$ cat config.mk
export PLATFORM = sky130hd
export DESIGN_NAME = gen2_link_monitor
export DESIGN_NICKNAME = d
export VERILOG_FILES = /design/src/rtl/lm_pkg.sv /design/src/rtl/lm_gap_timer.sv /design/src/rtl/lm_sat_cnt.sv /design/src/rtl/lm_snapshot.sv /design/src/rtl/gen2_link_monitor.sv
export SDC_FILE = /design/constraint.sdc
export NUM_CORES = 1
export LEC_CHECK = 0
export BUFFER_PORTS_ARGS = -buffer_cell sky130_fd_sc_hd__buf_2
export CAP_MARGIN = 5
export CORE_ASPECT_RATIO = 1.1
export CORE_MARGIN = 2
export CORE_UTILIZATION = 30
export DETAILED_ROUTE_END_ITERATION = 7
export GPL_ROUTABILITY_DRIVEN = 0
export PLACE_DENSITY = 0.58
export SKIP_LAST_GASP = 1
export SLEW_MARGIN = 5
export SYNTH_ARGS = -nofsm -noshare
export SYNTH_HDL_FRONTEND = slang
export SYNTH_SLANG_ARGS = --single-unit
$ cat constraint.sdc
create_clock -name clk -period 2.2 [get_ports clk]
set_input_delay 0.11 -clock clk [delete_from_list [all_inputs] [get_ports clk]]
set_output_delay 0.11 -clock clk [all_outputs]
set_load 0.01 [all_outputs]
$ cat src/rtl/lm_pkg.sv
package lm_pkg;

    // Monitor sequencer states
    typedef enum logic [3:0] {
        ST_IDLE,
        ST_CHECK,
        ST_GAP,
        ST_FAIL,
        ST_MGAP,
        ST_EVAL,
        ST_RDSET,
        ST_WRSET,
        ST_HOLD,
        ST_RDCLR,
        ST_WRCLR
    } mon_state_e;

    // Link view decoded from the debug inputs
    typedef struct packed {
        logic training;
        logic rx_ok;
        logic rcv_lock;
    } link_view_t;

    localparam int TRAIN_BIT    = 4;       // bit within upper debug half
    localparam int LTSSM_W      = 6;
    localparam int RCV_LOCK     = 'h0D;
    localparam int OVR_REG_ADDR = 'h1005;
    localparam int DATA_EN_BIT  = 5;
    localparam int PLL_EN_BIT   = 3;

    function automatic logic is_port_state(mon_state_e s);
        return (s == ST_RDSET) || (s == ST_WRSET) ||
               (s == ST_RDCLR) || (s == ST_WRCLR);
    endfunction

    function automatic logic is_recovery_state(mon_state_e s);
        return is_port_state(s) || (s == ST_HOLD);
    endfunction

    function automatic logic is_write_state(mon_state_e s);
        return (s == ST_WRSET) || (s == ST_WRCLR);
    endfunction

endpackage

$ cat src/rtl/lm_gap_timer.sv
module lm_gap_timer #(
    parameter int W = 8
) (
    input  logic         clk,
    input  logic         rst,
    input  logic         load,
    input  logic [W-1:0] load_val,
    output logic         expired
);
    logic [W-1:0] cnt_q;

    always_ff @(posedge clk) begin
        if (rst) begin
            cnt_q <= '0;
        end else if (load) begin
            cnt_q <= load_val;
        end else if (cnt_q != '0) begin
            cnt_q <= cnt_q - 1'b1;
        end
    end

    assign expired = (cnt_q == '0) && !load;


    tmr_count_chk: assert property (@(posedge clk) disable iff (rst)
        (!load && cnt_q != '0) |=> (cnt_q < $past(cnt_q)));
endmodule

$ cat src/rtl/lm_sat_cnt.sv
module lm_sat_cnt #(
    parameter int W = 8
) (
    input  logic         clk,
    input  logic         rst,
    input  logic         clr,
    input  logic         inc,
    output logic [W-1:0] count
);
    localparam logic [W-1:0] TOP = '1;
    logic [W-1:0] cnt_q;

    always_ff @(posedge clk) begin
        if (rst || clr) begin
            cnt_q <= '0;
        end else if (inc && cnt_q != TOP) begin
            cnt_q <= cnt_q + 1'b1;
        end
    end

    assign count = cnt_q;


    sat_hold_chk: assert property (@(posedge clk) disable iff (rst)
        (count == TOP && !clr) |=> (count == TOP));
endmodule

$ cat src/rtl/lm_snapshot.sv
module lm_snapshot #(
    parameter int W = 64
) (
    input  logic         clk,
    input  logic         rst,
    input  logic         cap,
    input  logic [W-1:0] din,
    output logic [W-1:0] dout
);
    always_ff @(posedge clk) begin
        if (rst) begin
            dout <= '0;
        end else if (cap) begin
            dout <= din;
        end
    end
endmodule

$ cat src/rtl/gen2_link_monitor.sv
module gen2_link_monitor
    import lm_pkg::*;
#(
    parameter int DBG_W     = 64,
    parameter int REG_W     = 16,
    parameter int ADDR_W    = 16,
    parameter int CNT_W     = 8,
    parameter int RETRY_CYC = 25000,
    parameter int HOLD_CYC  = 625000,
    parameter int MAX_TRIES = 10
) (
    input  logic              clk,
    input  logic              rst,
    input  logic              mon_en,
    input  logic [DBG_W-1:0]  dbg_vec,
    input  logic              rx_valid_in,
    output logic              reg_req,
    output logic              reg_we,
    output logic [ADDR_W-1:0] reg_addr,
    output logic [REG_W-1:0]  reg_wdata,
    input  logic              reg_ack,
    input  logic [REG_W-1:0]  reg_rdata,
    output logic              link_ready,
    output logic              link_fail,
    output logic [DBG_W/2-1:0] fail_dbg_lo,
    output logic [DBG_W/2-1:0] fail_dbg_hi,
    output logic [CNT_W-1:0]  recov_count
);
    localparam int WORD_W  = DBG_W / 2;
    localparam int TMR_MAX = (HOLD_CYC > RETRY_CYC) ? HOLD_CYC : RETRY_CYC;
    localparam int TMR_W   = $clog2(TMR_MAX + 1);
    localparam int TRY_W   = $clog2(MAX_TRIES + 1);
    localparam logic [TRY_W-1:0]   LAST_TRY  = TRY_W'(MAX_TRIES - 1);
    localparam logic [TMR_W-1:0]   RETRY_VAL = TMR_W'(RETRY_CYC);
    localparam logic [TMR_W-1:0]   HOLD_VAL  = TMR_W'(HOLD_CYC);
    localparam logic [REG_W-1:0]   OVR_MASK  = (REG_W'(1) << DATA_EN_BIT) |
                                               (REG_W'(1) << PLL_EN_BIT);
    localparam logic [LTSSM_W-1:0] LOCK_CODE = LTSSM_W'(RCV_LOCK);

    mon_state_e       state_q, state_d;
    link_view_t       view;
    logic             tmr_load, tmr_exp;
    logic [TMR_W-1:0] tmr_val;
    logic             try_inc, try_clr, rec_inc, snap;
    logic [TRY_W-1:0] try_cnt;
    logic [REG_W-1:0] shadow_q;
    logic             ready_q, fail_q;
    logic [DBG_W-1:0] snap_q;

    // Decode of the monitored inputs
    always_comb begin
        view.training = dbg_vec[WORD_W + TRAIN_BIT];
        view.rx_ok    = rx_valid_in;
        view.rcv_lock = (dbg_vec[LTSSM_W-1:0] == LOCK_CODE);
    end

    // Sequencer
    always_comb begin
        state_d  = state_q;
        tmr_load = 1'b0;
        tmr_val  = RETRY_VAL;
        try_inc  = 1'b0;
        rec_inc  = 1'b0;
        snap     = 1'b0;
        unique case (state_q)
            ST_IDLE: begin
                if (mon_en) state_d = ST_CHECK;
            end
            ST_CHECK: begin
                if (!view.training) begin
                    state_d  = ST_MGAP;
                    tmr_load = 1'b1;
                end else if (try_cnt == LAST_TRY) begin
                    state_d = ST_FAIL;
                    snap    = 1'b1;
                end else begin
                    try_inc  = 1'b1;
                    state_d  = ST_GAP;
                    tmr_load = 1'b1;
                end
            end
            ST_GAP: begin
                if (tmr_exp) state_d = ST_CHECK;
            end
            ST_FAIL: begin
                state_d = ST_FAIL;
            end
            ST_MGAP: begin
                if (tmr_exp) state_d = ST_EVAL;
            end
            ST_EVAL: begin
                if (!view.training && !view.rx_ok && view.rcv_lock) begin
                    state_d = ST_RDSET;
                end else begin
                    state_d  = ST_MGAP;
                    tmr_load = 1'b1;
                end
            end
            ST_RDSET: begin
                if (reg_ack) state_d = mon_en ? ST_WRSET : ST_IDLE;
            end
            ST_WRSET: begin
                if (reg_ack) begin
                    rec_inc  = 1'b1;
                    state_d  = ST_HOLD;
                    tmr_load = 1'b1;
                    tmr_val  = HOLD_VAL;
                end
            end
            ST_HOLD: begin
                if (!mon_en || tmr_exp) state_d = ST_RDCLR;
            end
            ST_RDCLR: begin
                if (reg_ack) state_d = ST_WRCLR;
            end
            ST_WRCLR: begin
                if (reg_ack) begin
                    if (mon_en) begin
                        state_d  = ST_MGAP;
                        tmr_load = 1'b1;
                    end else begin
                        state_d = ST_IDLE;
                    end
                end
            end
            default: state_d = ST_IDLE;
        endcase
        if (!mon_en && !is_recovery_state(state_q)) begin
            state_d  = ST_IDLE;
            tmr_load = 1'b0;
            try_inc  = 1'b0;
            snap     = 1'b0;
        end
    end

    assign try_clr = (state_q == ST_IDLE);

    always_ff @(posedge clk) begin
        if (rst) begin
            state_q  <= ST_IDLE;
            shadow_q <= '0;
            ready_q  <= 1'b0;
            fail_q   <= 1'b0;
        end else begin
            state_q <= state_d;
            if (reg_ack && state_q == ST_RDSET) shadow_q <= reg_rdata | OVR_MASK;
            if (reg_ack && state_q == ST_RDCLR) shadow_q <= reg_rdata & ~OVR_MASK;
            if (state_d == ST_IDLE) begin
                ready_q <= 1'b0;
                fail_q  <= 1'b0;
            end else if (snap) begin
                fail_q <= 1'b1;
            end else if (state_q == ST_CHECK || state_q == ST_EVAL) begin
                ready_q <= !view.training;
            end
        end
    end

    lm_gap_timer #(.W(TMR_W)) u_timer (
        .clk      (clk),
        .rst      (rst),
        .load     (tmr_load),
        .load_val (tmr_val),
        .expired  (tmr_exp)
    );

    lm_sat_cnt #(.W(TRY_W)) u_tries (
        .clk   (clk),
        .rst   (rst),
        .clr   (try_clr),
        .inc   (try_inc),
        .count (try_cnt)
    );

    lm_sat_cnt #(.W(CNT_W)) u_recov (
        .clk   (clk),
        .rst   (rst),
        .clr   (1'b0),
        .inc   (rec_inc),
        .count (recov_count)
    );

    lm_snapshot #(.W(DBG_W)) u_snap (
        .clk  (clk),
        .rst  (rst),
        .cap  (snap),
        .din  (dbg_vec),
        .dout (snap_q)
    );

    assign fail_dbg_lo = snap_q[WORD_W-1:0];
    assign fail_dbg_hi = snap_q[DBG_W-1:WORD_W];
    assign reg_req     = is_port_state(state_q);
    assign reg_we      = is_write_state(state_q);
    assign reg_addr    = ADDR_W'(OVR_REG_ADDR);
    assign reg_wdata   = shadow_q;
    assign link_ready  = ready_q;
    assign link_fail   = fail_q;


    ready_fail_excl_chk: assert property (@(posedge clk) disable iff (rst)
        !(link_ready && link_fail));


    fail_sticky_chk: assert property (@(posedge clk) disable iff (rst)
        (link_fail && mon_en) |=> link_fail);


    port_hold_chk: assert property (@(posedge clk) disable iff (rst)
        (reg_req && !reg_ack) |=> (reg_req && $stable(reg_addr) &&
                                   $stable(reg_we) && $stable(reg_wdata)));


    train_no_start_chk: assert property (@(posedge clk) disable iff (rst)
        (state_q == ST_EVAL && view.training) |=> !reg_req);


    recov_mono_chk: assert property (@(posedge clk) disable iff (rst)
        rec_inc |=> (recov_count >= $past(recov_count)));
endmodule

==> out/metrics.cfg, run 1 <==
[sta]
fmax_mhz=428.4
finalHoldWorstSlack_ns=0.06344
final_critical_path_setup_slack_ns=-0.1345
timing.max_slew.rel_slack_pct=32.34
tightest_slew_ns=1.015
final.setup_skew_ns=0.01417
layout_min_cycle_time_ns=2.335
final_period_utilization_pct=106.1
drv_slew=0
finalSetupViolCount=12
hold_viol_final=0
unrepaired_setup_endpoints_after_global_routing=yes

[yosys]
async_reset_ff_share_pct=0
primary_ff_master_synth=sky130_fd_sc_hd__dfxtp_1
post_synth.cell_area_avg_sq_um=8.122
syn_area_sq_um=5076
synth_sequential_area_ratio_pct=46.14
yosys_register_bits=117
edff_count_synth=0
synth_cells=625
yosysUniqueCellTypes=61
ys_warn_count=0

[setup_path]
setup.worst_path.class=reg -> reg
cp-start-kind=register
crit_path_top_delay_cell=sky130_fd_sc_hd__or4_4
worst_ep_required_time_ns=2.46
crit_path_arrival_time_ns=2.59
worstPathMaxFanout=5
worst_path_largest_cell_delay_ns=0.48
r2r.worst_path.cells=9
crit_path_frequent_cell=sky130_fd_sc_hd__a21oi_1
timing.rr.start=u_timer.cnt_q[0]
setup.worst_path.end_class=register
crit_start=u_timer.cnt_q[0]
critical_path.cell_chain=inv_2 > ha_4 > or4b_4 > or4_4 > a311oi_4 > buf_4 > a21oi_1 > xnor2_1 > a21oi_1

[clocking]
cts-root-buf=sky130_fd_sc_hd__clkbuf_16
cts_max_level=4
clock_sink_count=117
cts_max_path_buffers=2
cts.clk_slew.worst_paths_ns=0.06
cts_tree=yes
tritoncts.num_buffers=17
worstSkewPairLatency_ns=0.42

[worst_hold_path]
worstHoldPathCells=3
min_path_type=in -> reg
worstHoldStart=rst

[layout]
area.growth.synth_to_final_pct=57.36
post_route_cells_drive_above_1_share_pct=32.58
finalNetCount=1005
antenna_cells=0
final-instance-count-excl-fill=1131
finalCoreUtilization_pct=48.61

[detailed_routing]
vias=5232
drt_pass1_iterations=4
drt_iter0_drc=184
routed_wirelength_um=15200
detail_route.drc_violations=0
drt.antenna.violating_nets=0
post_drt_via_cell_ratio=4.626
wire_per_inst_um=13.44

[global_routing]
wire_length_of_the_first_global_routing_pass_um=25110
antenna_found_initial=0
grt.total_usage_pct=17.20
leftover_overflow_at_the_end_of_global_routing=0
grt_start_max_net_pins=97
grt_pass1_vias=5264

[die]
fp-row-count=49
boundaryPins=193
floorplan.core_area_sq_um=16430
die-width_um=128.0
die_y_extent_um=140.4
start_util_pct=30.89
die_area_sq_um=17980

[pwr]
worst_ir_drop_vdd_v=0.0006537
cellLeakagePower_uw=0.003588
power.density_nw_per_um2=920.5
power_uw=7352

[placed_design]
port_buffer_cells=174
place.detailed.hpwl_um=9797
post-place-ws_ns=-0.1455
numPlacedInstances=1017

[outcome]
run_status=finished with violations
failed_checks=setup timing

[job]
cap_violations=0

[sequential cells by signal (all words and copies together), names as in the netlist]
register       flops
u_snap.dout       64
u_timer.cnt_q     20
reg_wdata         15
u_recov.count      8
state_q            4
u_tries.count      4
link_fail          1
link_ready         1
[synth_stat cells (6+ instances only)]
cell                       number  share of area, %
sky130_fd_sc_hd__nor3_1        10              0.99
sky130_fd_sc_hd__nand2b_1       8              0.99
sky130_fd_sc_hd__a21oi_1       87               8.6
sky130_fd_sc_hd__buf_1          6              0.44
sky130_fd_sc_hd__dfxtp_1      117                46
sky130_fd_sc_hd__inv_1          7              0.52
sky130_fd_sc_hd__clkbuf_1      28               2.1
sky130_fd_sc_hd__o21ai_0       11               1.1
sky130_fd_sc_hd__mux2i_1       15               3.0
sky130_fd_sc_hd__nor2_1        49               3.6
sky130_fd_sc_hd__nor4_1         8              0.99
sky130_fd_sc_hd__xor2_1         8               1.4
sky130_fd_sc_hd__xnor2_1       14               2.4
sky130_fd_sc_hd__or3_1         10               1.2
sky130_fd_sc_hd__buf_4         17               2.5
sky130_fd_sc_hd__nand2_1      145                11
sky130_fd_sc_hd__nand3_1        7              0.69
sky130_fd_sc_hd__nand4_1        7              0.86
[final cells by class]
class,count,area [sq um]
fillers,1547,8443
multi-input cells,459,2585
flip-flops and latches,117,2347
repair buffers,313,2158
clock buffers,20,466.7
well taps,204,255.2
clock inverters,11,148.9
inverters,7,26.28
[routing by layer]
metal	vias up	track usage [%]	share of wire, %
met5	-	0	0
met4	0	6.825	2.4
met3	26	5.157	5.3
met2	154	28.99	49
met1	2382	20.44	43
li1	2670	-	-
[cell usage in the layout, fill, tap and decap left out, types with 3 or more instances in the layout]
cell and n:
sky130_fd_sc_hd__clkinvlp_4 3, sky130_fd_sc_hd__conb_1 16, sky130_fd_sc_hd__o21ai_0 11, sky130_fd_sc_hd__buf_4 57, sky130_fd_sc_hd__nor3_1 8, sky130_fd_sc_hd__nor4_1 4, sky130_fd_sc_hd__buf_2 173, sky130_fd_sc_hd__nand4_1 7
sky130_fd_sc_hd__xor2_1 8, sky130_fd_sc_hd__buf_6 3, sky130_fd_sc_hd__clkbuf_16 17, sky130_fd_sc_hd__clkbuf_8 3, sky130_fd_sc_hd__nor4_2 5, sky130_fd_sc_hd__and3_1 3, sky130_fd_sc_hd__a21oi_1 87, sky130_fd_sc_hd__nand2_1 144
sky130_fd_sc_hd__dfxtp_2 4, sky130_fd_sc_hd__nor2_1 47, sky130_fd_sc_hd__inv_1 5, sky130_fd_sc_hd__mux2_2 3, sky130_fd_sc_hd__and2_1 3, sky130_fd_sc_hd__bufinv_16 3, sky130_fd_sc_hd__dfxtp_1 113, sky130_fd_sc_hd__nor2b_1 5
sky130_fd_sc_hd__xnor2_1 14, sky130_fd_sc_hd__ha_1 4, sky130_fd_sc_hd__nand2b_1 8, sky130_fd_sc_hd__mux2i_1 15, sky130_fd_sc_hd__dlygate4sd3_1 77, sky130_fd_sc_hd__nand3_1 7, sky130_fd_sc_hd__or3_1 9, sky130_fd_sc_hd__buf_12 3
[per-stage QoR]
stage / area [sq um] / TNS, ns
4_1_cts: 7865 / -1.184
5_1_grt: 7988 / -2.584
2_1_floorplan: 5134 / -0.03925
3_3_place_gp: 6446 / -0.5708
6_report: 7988 / -0.9752
3_5_place_dp: 6446 / -1.335
[worst max-delay path, delay by kind of cell, from the launching register on]
kind	cells	cell delay, ns
flops	1	0.32
fa+ha+maj	1	0.12
simple gates	2	0.92
xor+xnor	1	0.14
compound gates	3	0.42
buf+inv	2	0.26
[report_power, final]
part	total (uW)	switching [uW]	internal (uW)
clock	2870	1000	1870
sequential	2450	159	2290
combinational	2030	943	1090
[cells by family after synthesis]
logic type      count (synthesis)  share of synthesized area (%)
other cells                     2                         0.1479
buf+inv                        63                          6.039
simple gates                  274                          24.62
fa+ha+maj                       5                          1.232
xor+xnor                       22                          3.796
flops                         117                          46.14
mux                            18                          3.623
compound gates                124                          14.40
[timing repair]
action / in CTS / in global routing
setup buffers: 2 / 4
hold endpoints to repair: 77 / 0
pin swaps: 3 / 10
hold buffers: 77 / 0
resized for setup: 5 / 23
setup endpoints to repair: 22 / 27
[worst paths after layout]
path,slack (ns),endpoint
worst max register to register,-0.13,u_timer.cnt_q[3]
worst min register to register,0.45,u_snap.dout[62]
worst min-delay path,0.06,u_timer.cnt_q[11]
worst max-delay path,-0.13,u_timer.cnt_q[3]
Note: power is estimated with default switching activity, not from simulation.
==> run 2: changes to the inputs <==
- CORE_MARGIN: 2 -> default
- PLACE_DENSITY: 0.58 -> default
==> run 2 against run 1 <==
  * The run still ends with setup timing left
  * Final cell count unchanged
  * Combinational power increased by 14%
  * First-iteration DRC count increased by 70%
  * Setup slack got worse by 0.0063 ns
  * Global-route usage increased by 0.39 points
  * Hold slack got worse by 0.011 ns
  * Die area decreased by 3.0%
  * Routed wire length increased by 0.95%
  * Non-clock buffer count unchanged
  * Register-to-register slack about the same
  * Design area increased by 0.25%
  * Critical path type unchanged
  * Largest power group unchanged
==> out/metrics.cfg, run 2 (same netlist as run 1, synthesis figures left out) <==
[detailed_routing]
vias=5260  ; +0.54%
drt_iter0_drc=312  ; +70%
wire_per_inst_um=13.56  ; +0.95%
routed_wirelength_um=15340  ; +0.95%
detail_route.drc_violations=0  ; unchanged
post_drt_via_cell_ratio=4.651  ; +0.54%
drt.antenna.violating_nets=0  ; unchanged
drt_pass1_iterations=5  ; +1

[die]
fp-row-count=49  ; unchanged
die-width_um=126.0  ; -1.6%
die_y_extent_um=138.4  ; -1.4%
floorplan.core_area_sq_um=16430  ; unchanged
die_area_sq_um=17450  ; -3.0%
start_util_pct=30.89  ; unchanged
boundaryPins=193  ; unchanged

[layout]
fill_cells=1538  ; -0.58%
post_route_cells_drive_above_1_share_pct=32.58  ; unchanged
area.sequential_sq_um=2345  ; -0.11%
finalNetCount=1005  ; unchanged
antenna_cells=0  ; unchanged
largest_reg_flops=64  ; unchanged
area.growth.synth_to_final_pct=57.75
registers.top_by_ff_count=u_snap.dout
layout.cells.most_common_list=173 x sky130_fd_sc_hd__buf_2, 144 x sky130_fd_sc_hd__nand2_1, 115 x sky130_fd_sc_hd__dfxtp_1
finalCoreUtilization_pct=48.74  ; +0.12 points
layout.cells.most_common=sky130_fd_sc_hd__buf_2
multi_input_comb_area_sq_um=2618  ; +1.3%

[clocking]
cts_max_path_buffers=2  ; unchanged
cts-root-buf=sky130_fd_sc_hd__clkbuf_16
cts_max_level=4  ; unchanged
cts.clk_slew.worst_paths_ns=0.06  ; about the same
tritoncts.num_buffers=17  ; unchanged
clock_sink_count=117  ; unchanged
cts_tree=yes
worstSkewPairLatency_ns=0.41  ; about the same

[pwr]
worst_ir_drop_vdd_v=0.0007031  ; +7.6%
cellLeakagePower_uw=0.003563  ; -0.69%
power_uw=7474  ; +1.7%
power.density_nw_per_um2=933.4  ; +1.4%

[setup_path]
cp-start-kind=register
critical_path.cell_chain=inv_2 > ha_4 > or4b_4 > or4_4 > a311oi_4 > buf_4 > buf_6 > a21o_1 > or3_1 > a21oi_1
setup.worst_path.end_class=register
r2r.worst_path.cells=10  ; +1
critPathTopFamily=simple AND/OR/NAND/NOR gates
crit_path_arrival_time_ns=2.64  ; +0.05 ns
worstPathMaxFanout=4  ; -1
reg2reg_to=u_timer.cnt_q[17]
rrSetupSlack_ns=-0.14  ; about the same
worst_ep_required_time_ns=2.49  ; +0.03 ns
worst_path_largest_cell_delay_ns=0.46  ; -0.02 ns
timing.rr.start=u_timer.cnt_q[0]
setup.worst_path.class=reg -> reg
worstPathBufferInverterCount=3  ; +1
crit_path_top_delay_cell=sky130_fd_sc_hd__or4_4

[global_routing]
leftover_overflow_at_the_end_of_global_routing=0  ; unchanged
grt_pass1_vias=5042  ; -4.2%
grt.total_usage_pct=17.59  ; +0.39 points
wire_length_of_the_first_global_routing_pass_um=24590  ; -2.1%
grt_start_max_net_pins=59  ; -39%
antenna_found_initial=0  ; unchanged

[worst_hold_path]
min_to=u_snap.dout[36]
worstHoldStart=rst
min_path_type=in -> reg
worstHoldPathCells=2  ; -1

[sta]
unrepaired_setup_endpoints_after_global_routing=yes
finalSetupViolCount=15  ; +3
final_critical_path_setup_slack_ns=-0.1408  ; -0.006250 ns
tightest_slew_ns=0.5104  ; -0.5045 ns
drv_slew=0  ; unchanged
hold_viol_final=0  ; unchanged
layout_min_cycle_time_ns=2.341  ; +0.006250 ns
timing.max_slew.rel_slack_pct=65.62  ; +33 points
final.setup_skew_ns=0.01054  ; -0.003628 ns
final_period_utilization_pct=106.4  ; +0.28 points
fmax_mhz=427.2  ; -0.27%

[placed_design]
port_buffer_cells=174  ; unchanged
post-place-ws_ns=-0.1492  ; -0.003666 ns
place.detailed.hpwl_um=10140  ; +3.5%

[job]
cap_violations=0  ; unchanged

[outcome]
run_status=finished with violations
failed_checks=setup timing

==> run 2: cell count changes in the layout (fill, tap and decap cells not counted), sizes merged <==
cell,change
bufinv,-1
buf,+2
dlygate4sd3,-2
clkinv,+1
==> run 2: final cells by class <==
class / count / share of cell area, %
inverters: 7 / 0.3281
clock inverters: 11 / 1.594
well taps: 204 / 3.188
multi-input cells: 459 / 32.69
clock buffers: 20 / 5.578
repair buffers: 313 / 27.34
flip-flops and latches: 117 / 29.28
==> run 2: how the worst max path moves through the flow <==
stage,startpoint,to,cells past startpoint
after global routing,u_timer.cnt_q[1],u_timer.cnt_q[17],10
after CTS,u_timer.cnt_q[0],u_timer.cnt_q[17],10
final,u_timer.cnt_q[0],u_timer.cnt_q[17],10
after global placement,u_timer.cnt_q[1],u_timer.cnt_q[9],9
after floorplan,u_timer.cnt_q[0],state_q[1],8
after detailed placement,u_timer.cnt_q[1],u_timer.cnt_q[17],9
==> run 2: what timing repair did <==
item,in CTS,in global routing
endpoints found under the hold margin,75,0
setup endpoints to repair,17,25
pin swaps,7,18
resized for setup,8,29
setup buffers,2,6
hold buffers,75,0
cloned,0,0
==> run 2: metal layers <==
metal	track usage (%)	vias up	share of wire, %
met4	9.575	0	3.1
met2	28.90	161	49
met3	4.412	34	5.2
met5	0	-	0
li1	-	2659	-
met1	20.97	2406	43
==> run 2: per-stage QoR <==
stage                TNS, ns  instances  hold WS (ns)  area, sq um
detailed placement    -1.137       1017        0.3508         6471
global placement     -0.7644       1017        0.3404         6471
CTS                   -1.278       1125       0.03851         7829
floorplan           -0.03925        639        0.2460         5134
global route          -2.869       1131       0.04736         8008
finish                -1.142       1131       0.05240         8008
==> run 2: worst register-to-register path: stages (launching register included) <==
cell,delay (ns)
sky130_fd_sc_hd__dfxtp_2,0.32
sky130_fd_sc_hd__inv_2,0.07
sky130_fd_sc_hd__ha_4,0.12
sky130_fd_sc_hd__or4b_4,0.44
sky130_fd_sc_hd__or4_4,0.46
sky130_fd_sc_hd__a311oi_4,0.29
sky130_fd_sc_hd__buf_4,0.18
sky130_fd_sc_hd__buf_6,0.08
sky130_fd_sc_hd__a21o_1,0.12
sky130_fd_sc_hd__or3_1,0.10
sky130_fd_sc_hd__a21oi_1,0.05
==> run 2: power breakdown <==
part | total [uW] | leakage (uW) | internal (uW) | switching, uW
Combinational | 2310 | 0.00234 | 1260 | 1060
Sequential | 2450 | 0.000946 | 2300 | 149
Clock | 2710 | 0.000273 | 1700 | 1020
